<file path="config.mk">
export PLATFORM = sky130hd
export DESIGN_NAME = shflash_arb
export DESIGN_NICKNAME = d
export VERILOG_FILES = /design/src/rtl/sfa_pkg.sv /design/src/rtl/sfa_host_port.sv /design/src/rtl/sfa_slot_sched.sv /design/src/rtl/shflash_arb.sv
export SDC_FILE = /design/constraint.sdc
export NUM_CORES = 1
export LEC_CHECK = 0
export BUFFER_PORTS_ARGS = -buffer_cell sky130_fd_sc_hd__buf_2
export CORE_MARGIN = 10
export CORE_UTILIZATION = 45
export DETAILED_ROUTE_END_ITERATION = 10
export PLACE_DENSITY = 0.9
export SLEW_MARGIN = 5
export SYNTH_ARGS = -nofsm -noshare
export SYNTH_HDL_FRONTEND = slang
export SYNTH_SLANG_ARGS = --single-unit
export TNS_END_PERCENT = 5
</file>
<file path="constraint.sdc">
create_clock -name clk -period 1.9 [get_ports clk]
set_input_delay 0.19 -clock clk [delete_from_list [all_inputs] [get_ports clk]]
set_output_delay 0.19 -clock clk [all_outputs]
set_load 0.01 [all_outputs]
</file>
<file path="src/rtl/sfa_pkg.sv">
package sfa_pkg;
  typedef enum logic [1:0] {
    SLOT_IDLE = 2'd0,
    SLOT_CTL  = 2'd1,
    SLOT_HOST = 2'd2
  } slot_e;
endpackage

</file>
<file path="src/rtl/sfa_host_port.sv">
module sfa_host_port #(
  parameter int DW = 16
) (
  input  logic          clk,
  input  logic          rst_n,
  input  logic          boot_done,
  input  logic          host_sel,
  input  logic          host_busy,
  input  logic          host_end,
  input  logic [DW-1:0] fl_rdata,
  output logic          host_rst_o,
  output logic          host_pend,
  output logic          host_rdy,
  output logic [DW-1:0] host_rdata
);
  logic          boot_q, boot_d, boot_en;
  logic          done_q, done_d, done_en;
  logic [DW-1:0] data_q;
  logic          data_en;

  always_comb begin
    boot_en = boot_done & ~boot_q;
    boot_d  = 1'b1;
    done_en = ~host_sel | host_end;
    done_d  = host_sel & host_end;
    data_en = host_end;
  end

  always_ff @(posedge clk or negedge rst_n) begin
    if (!rst_n) begin
      boot_q <= 1'b0;
      done_q <= 1'b0;
      data_q <= '0;
    end else begin
      if (boot_en) boot_q <= boot_d;
      if (done_en) done_q <= done_d;
      if (data_en) data_q <= fl_rdata;
    end
  end

  assign host_rst_o = ~boot_q;
  assign host_pend  = boot_q & host_sel & ~done_q & ~host_busy;
  assign host_rdy   = ~(boot_q & host_sel & ~done_q);
  assign host_rdata = data_q;

  p_fence_sticky_r2: assert property (@(posedge clk) disable iff (!rst_n)
    !host_rst_o |=> !host_rst_o);
  p_rdy_hold_r6: assert property (@(posedge clk) disable iff (!rst_n)
    (host_rdy && host_sel) |=> (host_rdy || !host_sel));
  p_rdata_hold_r6: assert property (@(posedge clk) disable iff (!rst_n)
    (host_rdy && host_sel && !host_rst_o) |=> (!host_sel || $stable(host_rdata)));
endmodule

</file>
<file path="src/rtl/sfa_slot_sched.sv">
module sfa_slot_sched
  import sfa_pkg::*;
#(
  parameter int LAT = 3
) (
  input  logic  clk,
  input  logic  rst_n,
  input  logic  ctl_req,
  input  logic  host_pend,
  output slot_e slot,
  output logic  last,
  output logic  grant_ctl,
  output logic  grant_host
);
  localparam int CW = (LAT > 1) ? $clog2(LAT) : 1;
  localparam logic [CW-1:0] CNT_LAST = CW'(LAT - 1);

  slot_e         state_q, state_d;
  logic [CW-1:0] cnt_q, cnt_d;
  logic          steal_q, steal_d;
  logic          busy, can_start, ctl_ok, tick_en;

  always_comb begin
    busy      = (state_q != SLOT_IDLE);
    last      = busy && (cnt_q == CNT_LAST);
    can_start = !busy || last;
    ctl_ok    = ctl_req && (state_q != SLOT_CTL);
    grant_ctl  = 1'b0;
    grant_host = 1'b0;
    if (can_start) begin
      if (ctl_ok && (steal_q || !host_pend)) grant_ctl = 1'b1;
      else if (host_pend)                    grant_host = 1'b1;
    end
    state_d = state_q;
    cnt_d   = cnt_q;
    steal_d = steal_q;
    if (grant_ctl) begin
      state_d = SLOT_CTL;
      cnt_d   = '0;
      steal_d = 1'b0;
    end else if (grant_host) begin
      state_d = SLOT_HOST;
      cnt_d   = '0;
      steal_d = 1'b1;
    end else if (last) begin
      state_d = SLOT_IDLE;
      cnt_d   = '0;
    end else if (busy) begin
      cnt_d = cnt_q + CW'(1);
    end
    tick_en = busy || grant_ctl || grant_host;
  end

  always_ff @(posedge clk or negedge rst_n) begin
    if (!rst_n) begin
      state_q <= SLOT_IDLE;
      cnt_q   <= '0;
      steal_q <= 1'b0;
    end else if (tick_en) begin
      state_q <= state_d;
      cnt_q   <= cnt_d;
      steal_q <= steal_d;
    end
  end

  assign slot = state_q;

  p_slot_hold_r4: assert property (@(posedge clk) disable iff (!rst_n)
    (busy && !last) |=> $stable(state_q));
  p_one_steal_r7: assert property (@(posedge clk) disable iff (!rst_n)
    (state_q == SLOT_HOST && last && ctl_req) |=> (state_q == SLOT_CTL));
  p_grant_excl_r7: assert property (@(posedge clk) disable iff (!rst_n)
    !(grant_ctl && grant_host));
endmodule

</file>
<file path="src/rtl/shflash_arb.sv">
module shflash_arb
  import sfa_pkg::*;
#(
  parameter int AW  = 20,
  parameter int DW  = 16,
  parameter int LAT = 3
) (
  input  logic          clk,
  input  logic          rst_n,
  input  logic          boot_done,
  output logic          host_rst_o,
  input  logic          ctl_req,
  input  logic [AW-1:0] ctl_addr,
  output logic          ctl_ack,
  output logic [DW-1:0] ctl_rdata,
  input  logic          host_sel,
  input  logic [18:0]   host_addr,
  output logic          host_rdy,
  output logic [DW-1:0] host_rdata,
  output logic          fl_oe,
  output logic [AW-1:0] fl_addr,
  input  logic [DW-1:0] fl_rdata
);
  localparam int HAW = 19;
  localparam int PAD = AW - HAW;

  slot_e         slot;
  logic          last, grant_ctl, grant_host, host_pend;
  logic          host_busy, host_end;
  logic [AW-1:0] addr_q, addr_d;
  logic          addr_en;

  sfa_slot_sched #(.LAT(LAT)) u_sched (
    .clk(clk), .rst_n(rst_n), .ctl_req(ctl_req), .host_pend(host_pend),
    .slot(slot), .last(last), .grant_ctl(grant_ctl), .grant_host(grant_host)
  );

  assign host_busy = (slot == SLOT_HOST);
  assign host_end  = host_busy && last;

  sfa_host_port #(.DW(DW)) u_host (
    .clk(clk), .rst_n(rst_n), .boot_done(boot_done), .host_sel(host_sel),
    .host_busy(host_busy), .host_end(host_end), .fl_rdata(fl_rdata),
    .host_rst_o(host_rst_o), .host_pend(host_pend), .host_rdy(host_rdy),
    .host_rdata(host_rdata)
  );

  always_comb begin
    addr_en = grant_ctl | grant_host;
    addr_d  = grant_host ? {{PAD{1'b0}}, host_addr} : ctl_addr;
  end

  always_ff @(posedge clk or negedge rst_n) begin
    if (!rst_n)       addr_q <= '0;
    else if (addr_en) addr_q <= addr_d;
  end

  assign fl_oe     = (slot != SLOT_IDLE);
  assign fl_addr   = addr_q;
  assign ctl_ack   = (slot == SLOT_CTL) && last;
  assign ctl_rdata = fl_rdata;

  p_ack_needs_req_r4: assert property (@(posedge clk) disable iff (!rst_n)
    ctl_ack |-> ctl_req);
  p_addr_stable_r4: assert property (@(posedge clk) disable iff (!rst_n)
    (fl_oe && !last) |=> (fl_oe && $stable(fl_addr)));
  p_fence_no_host_r3: assert property (@(posedge clk) disable iff (!rst_n)
    host_rst_o |-> (slot != SLOT_HOST));
  p_host_window_r5: assert property (@(posedge clk) disable iff (!rst_n)
    host_busy |-> (fl_addr[AW-1:HAW] == '0));
endmodule

</file>
==> flow_summary_export.csv, run 1 <==
group,metric,value,unit
die,num_io_pins,116,
layout,final_common_cell,"sky130_fd_sc_hd__buf_2",
global_routing,grt_usage,16.4,%
logic_synthesis,syn-instance-count,209,
global_routing,grt-ovfl-total,0,
logic_synthesis,synth.largest_area_cell,"sky130_fd_sc_hd__dfrtp_1",
timing,achievable-frequency,0.574,GHz
clocking,clockRootBuffer,"sky130_fd_sc_hd__clkbuf_8",
logic_synthesis,synthDominantCellAreaShare,49.2,%
die,die_height,89.7,um
pwr,power.density_cell_area,1600,nW/um2
logic_synthesis,syn_area_per_cell,10.5,um2
routing,via_count,1973,
setup_path,critical_path.startpoint,"u_host.boot_q$_DFFE_PN0P_",
layout,fill_cells,410,
clocking,max-clock-path-buffers,2,
logic_synthesis,yosysUniqueCellTypes,36,
global_routing,wire_length_of_the_first_global_routing_pass,11.0,mm
setup_path,critical-path-max-stage-delay,390,ps
setup_path,ff2ff_path_depth,5,
clocking,numCtsBuffers,5,
clocking,number_of_post_cts_setup_repair_buffers,0,
global_routing,number_of_global_route_vias_before_repair,2080,
global_routing,number_of_antenna_violations_at_the_first_check_in_global_routing,0,
logic_synthesis,synth_sequential_area_ratio,49.2,%
status,outcome,"finished clean",
die,die_width,89.7,um
die,die-area,8050,um2
clocking,clock_sink_total,43,
setup_path,critical_path.top_delay_family,"simple AND/OR/NAND/NOR gates",
setup_path,worstSetupEndpointType,"flop",
routing,avgViaCountPerCell,5.23,
logic_synthesis,postSynthRegisterBits,43,
clocking,clkLatencyLatePin,300,ps
timing,timing.max_slew.rel_slack,60.2,%
setup_path,crit_path_start_kind,"flop",
logic_synthesis,yosys_warnings,0,
setup_path,worstPathArrival,1970,ps
timing,worst_pin_slew,598,ps
timing,final_hold_viol_count,0,
die,rows,25,
hold_path,whs_path_depth,2,
place,place.port_buffers,115,
hold_path,holdCritPathClass,"in -> reg",
setup_path,critPathMaxFanout,24,
clocking,tritoncts,"done",
pwr,ir_drop,0.696,mV
setup_path,reg2reg_end,"fl_addr[7]$_DFFE_PN0P_",
place,post-dp-hpwl,5.12,mm
die,start_util,46.3,%
timing,setup_repair_after_global_routing_missed_its_margin,"no",
logic_synthesis,postSynthNetCount,269,
flow_run,max_cap_viol_count,0,
timing,fin_crit,1740,ps
pwr,report.power.total,0.00456,W
setup_path,cp-endpoint,"fl_addr[7]$_DFFE_PN0P_",
timing,whs,72.9,ps
setup_path,timing.rr.start,"u_host.boot_q$_DFFE_PN0P_",
clocking,worst_setup_hold_path_clk_slew,90,ps
die,core_area,4720,um2
timing,fin_worst_skew,8.19,ps
layout,net_total_in_the_final_layout,369,
logic_synthesis,synthTopCellsByArea,"sky130_fd_sc_hd__dfrtp_1 (49%), sky130_fd_sc_hd__mux2_4 (6.2%), sky130_fd_sc_hd__a31oi_1 (5.7%), sky130_fd_sc_hd__buf_4 (5.5%), sky130_fd_sc_hd__o21ai_0 (5.3%)",
routing,route.final.wire_length,6.70,mm
routing,drt_drc_violations_left,0,
place,place.gp.congestion,0.832,
pwr,total_leakage_power,1.35,nW
timing,final-setup-viol-count,0,
setup_path,crit_path_cell_trace,"and3b_1 > inv_2 > o22ai_2 > or2_4 > a31oi_1",
routing,first_iter_violations,73,
layout,sequential_cell_area_in_the_final_layout,1080,um2
layout,drive_gt1_share,51.3,%
timing,setup_total_negative_slack,0,ps
global_routing,grt_start_max_net_pins,28,
setup_path,ff2ff_setup_slack,160,ps
routing,number_of_iterations_in_the_first_detailed_routing_pass,4,
layout,antenna-diode-count,0,
setup_path,timing.critical_path.buf_inv,1,
clocking,number_of_h_tree_levels,2,
timing,slew_violations,0,
setup_path,crit_type,"reg -> reg",
routing,post_route_ant_nets,0,
timing,fin_crit_sh,91.6,%
layout,multiInputGateArea,881,um2
logic_synthesis,synth_area,2190,um2
setup_path,worst_path_required,2130,ps
layout,final_cell_mix,"sky130_fd_sc_hd__buf_2 (115), sky130_fd_sc_hd__dfrtp_1 (43), sky130_fd_sc_hd__o21ai_0 (23)",
setup_path,timing.critical_path.slowest_stage_cell,"sky130_fd_sc_hd__dfrtp_1",
routing,route.detailed.wl_per_inst,17.8,um
layout,layout_overhead_on_the_synthesized_area,30.4,%
setup_path,worstSetupPathDepth,5,
[synth_stat cells (all sizes together)]
cell type	instances
nor3	19
inv	5
o311ai	1
a21oi	3
clkbuf	7
o21a	3
a22oi	1
mux2	17
nand3	19
a211o	1
or2	2
nand2b	1
o22ai	2
o21ai	24
buf	27
or3b	1
a31oi	20
and3b	1
and3	1
nand2	3
nand3b	1
nor2	2
dfrtp	43
o31ai	1
nor3b	3
or3	1
[report_power, final]
part,total [W],leakage [nW],switching [W],internal (W)
Sequential,0.00162,0.492,0.000252,0.00136
Clock,0.000725,0.0581,0.000334,0.000392
Combinational,0.00222,0.797,0.00121,0.00101
Total,0.00456,1.35,0.00180,0.00276
[cell type report]
cell class,instances,share of cell area (%)
flip-flops and latches,43,37.7
clock inverters,3,1.54
repair buffers,127,23.9
inverters,5,0.658
clock buffers,5,2.41
well taps,67,2.94
multi-input cells,127,30.9
[how the worst min path moves through the flow]
| stage | from | endpoint | slack (ps) |
|---|---|---|---|
| global placement | rst_n | u_host.host_rdata[4]$_DFFE_PN0P_ | 230 |
| finish | boot_done | u_host.boot_q$_DFFE_PN0P_ | 70 |
| CTS | boot_done | u_host.boot_q$_DFFE_PN0P_ | 70 |
| detailed placement | rst_n | u_host.host_rdata[5]$_DFFE_PN0P_ | 230 |
| global route | boot_done | u_host.boot_q$_DFFE_PN0P_ | 70 |
| floorplan | rst_n | fl_addr[0]$_DFFE_PN0P_ | -110 |
[metal layers]
layer	GRT usage [%]	vias up	share of wire, %
li1	-	942	-
met1	19.6	934	39
met2	27.0	92	50
met3	6.98	5	10
met4	2.96	0	0.63
met5	0	-	0
[state kept, by name, indices dropped and copies added, names as in the netlist]
| register | cells |
|---|---|
| u_host.boot_q | 1 |
| u_sched.cnt_q | 2 |
| u_sched.slot | 2 |
| fl_addr | 20 |
| u_sched.steal_q | 1 |
| u_host.done_q | 1 |
| u_host.host_rdata | 16 |
[metrics by stage]
stage	utilization (%)	cell area [um2]	instances	setup WS, ps
global route	60.4	2850	377	40.3
floorplan	-	2190	209	356
finish	60.4	2850	377	159
detailed placement	57.6	2720	368	90.6
CTS	60.2	2840	377	74.6
global placement	57.6	2720	368	168
[what timing repair did]
| action | 4_1_cts | 5_1_grt |
|---|---|---|
| gates resized for setup | 0 | 2 |
| hold buffers | 1 | 0 |
| endpoints found under the setup margin | 0 | 19 |
| hold endpoints to repair | 25 | 0 |
[logic make-up after synthesis]
kind of cell / after synthesis / share of synthesized area (%)
AO/OA/AOI/OAI: 56 / 15.3
buffers and inverters: 39 / 11.1
flip-flops: 43 / 49.2
multiplexers: 17 / 10.3
AND/OR/NAND/NOR: 54 / 14.1
(Power assumes the default switching activity.)
==> run 2: changes to the inputs <==
PLACE_DENSITY = 0.91   (was 0.9)
==> flow_summary_export.csv, run 2 (synthesis gave the netlist of run 1 again) <==
group,metric,value,unit
status,outcome,"finished clean",
routing,via_count,2032,
setup_path,worst_path_required,2110,ps
layout,multiInputGateArea,881,um2
routing,drt_drc_violations_left,0,
layout,layout_overhead_on_the_synthesized_area,29.6,%
setup_path,critical-path-max-stage-delay,400,ps
place,place.port_buffers,115,
timing,fin_crit,1760,ps
setup_path,crit_path_start_kind,"flop",
setup_path,critPathMaxFanout,24,
global_routing,number_of_antenna_violations_at_the_first_check_in_global_routing,0,
timing,whs,82.6,ps
layout,drive_gt1_share,51.4,%
routing,first_iter_violations,85,
flow_run,max_cap_viol_count,0,
timing,fin_crit_sh,92.7,%
hold_path,holdCritPathClass,"in -> reg",
timing,fin_worst_skew,11.7,ps
pwr,ir_drop,0.706,mV
routing,post_route_ant_nets,0,
routing,route.final.wire_length,6.69,mm
timing,fin_ws,138,ps
timing,worst_pin_slew,562,ps
clocking,clock_sink_total,43,
clocking,tritoncts,"done",
place,placement.setup.worst_slack,83.6,ps
setup_path,worstPathArrival,1970,ps
place,place.gp.congestion,0.854,
clocking,max-clock-path-buffers,2,
die,rows,25,
global_routing,grt-ovfl-total,0,
clocking,clockRootBuffer,"sky130_fd_sc_hd__clkbuf_8",
timing,timing.max_slew.rel_slack,62.4,%
clocking,number_of_h_tree_levels,2,
die,die_height,89.7,um
die,core_area,4720,um2
clocking,clkLatencyLatePin,300,ps
die,start_util,46.3,%
die,die-area,8050,um2
layout,final_cell_mix,"sky130_fd_sc_hd__buf_2 (115), sky130_fd_sc_hd__dfrtp_1 (43), sky130_fd_sc_hd__o21ai_0 (23)",
layout,antenna-diode-count,0,
layout,fill_cells,398,
timing,final_hold_viol_count,0,
timing,setup_total_negative_slack,0,ps
timing,achievable-frequency,0.568,GHz
setup_path,timing.critical_path.buf_inv,1,
setup_path,crit_path_cell_trace,"and3b_1 > inv_2 > o22ai_2 > or2_4 > a31oi_1",
die,num_io_pins,116,
pwr,report.power.total,0.00443,W
setup_path,worstSetupEndpointType,"flop",
clocking,number_of_post_cts_setup_repair_buffers,0,
global_routing,number_of_global_route_vias_before_repair,2136,
layout,final_common_cell,"sky130_fd_sc_hd__buf_2",
setup_path,timing.critical_path.slowest_stage_cell,"sky130_fd_sc_hd__dfrtp_1",
routing,route.detailed.wl_per_inst,17.6,um
setup_path,crit_type,"reg -> reg",
die,die_width,89.7,um
setup_path,ff2ff_setup_slack,140,ps
timing,final-setup-viol-count,0,
global_routing,grt_start_max_net_pins,25,
layout,sequential_cell_area_in_the_final_layout,1080,um2
global_routing,grt_usage,16.3,%
layout,net_total_in_the_final_layout,372,
clocking,numCtsBuffers,5,
routing,number_of_iterations_in_the_first_detailed_routing_pass,4,
global_routing,wire_length_of_the_first_global_routing_pass,11.0,mm
timing,slew_violations,0,
layout,largest_reg_flops,20,
place,place_inst,371,
routing,avgViaCountPerCell,5.35,
layout,post_layout_cell_count,380,
timing,setup_repair_after_global_routing_missed_its_margin,"no",
pwr,power.density_cell_area,1560,nW/um2
pwr,total_leakage_power,1.34,nW
place,post-dp-hpwl,5.28,mm
clocking,worst_setup_hold_path_clk_slew,90,ps
setup_path,critical_path.top_delay_family,"simple AND/OR/NAND/NOR gates",
## run 2: repair_timing
| item | CTS | global route |
|---|---|---|
| hold endpoints to repair | 20 | 0 |
| resized for setup | 0 | 2 |
| hold buffers | 1 | 0 |
| setup endpoints to repair | 0 | 20 |
## run 2: path summary, 6_finish.rpt
check,endpoint,cells past startpoint,start
worst max-delay path,fl_addr[5]$_DFFE_PN0P_,5,u_host.boot_q$_DFFE_PN0P_
worst min-delay path,u_host.boot_q$_DFFE_PN0P_,2,boot_done
worst max register to register,fl_addr[5]$_DFFE_PN0P_,5,u_host.boot_q$_DFFE_PN0P_
worst min register to register,u_host.done_q$_DFFE_PN0P_,1,u_host.done_q$_DFFE_PN0P_
max in group asynchronous,fl_addr[8]$_DFFE_PN0P_,3,rst_n
min in group asynchronous,fl_addr[16]$_DFFE_PN0P_,2,rst_n
## run 2: cell type report
class / instances / share of cell area [%]
Clock buffer: 6 / 2.56
Clock inverter: 2 / 0.441
Inverter: 5 / 0.662
Multi-Input combinational cell: 127 / 31.1
Sequential cell: 43 / 38.0
Tap cell: 67 / 2.96
Timing Repair Buffer: 130 / 24.4
## run 2: metrics by stage
stage | util [%] | cell area, um2
global route | 60.0 | 2840
global placement | 57.8 | 2730
finish | 60.0 | 2840
floorplan | - | 2190
detailed placement | 57.8 | 2730
CTS | 59.8 | 2830
## run 2: worst register-to-register path, stage by stage, from the launching register on
cell	delay (ps)
sky130_fd_sc_hd__dfrtp_1	400
sky130_fd_sc_hd__and3b_1	220
sky130_fd_sc_hd__inv_2	310
sky130_fd_sc_hd__o22ai_2	160
sky130_fd_sc_hd__or2_4	380
sky130_fd_sc_hd__a31oi_1	190
## run 2: report_power, final
group,internal [W],total (W),switching [W],leakage [nW]
Clock,0.000257,0.000561,0.000305,0.0412
Sequential,0.00136,0.00161,0.000244,0.492
Combinational,0.00103,0.00226,0.00123,0.809
## run 2: layer usage
metal | wire (um) | GRT usage (%) | up-vias
met2 | 3330 | 27.9 | 111
li1 | - | - | 953
met1 | 2590 | 18.1 | 962
met3 | 709 | 6.65 | 6
met4 | 55 | 4.58 | 0
met5 | 0 | 0 | -
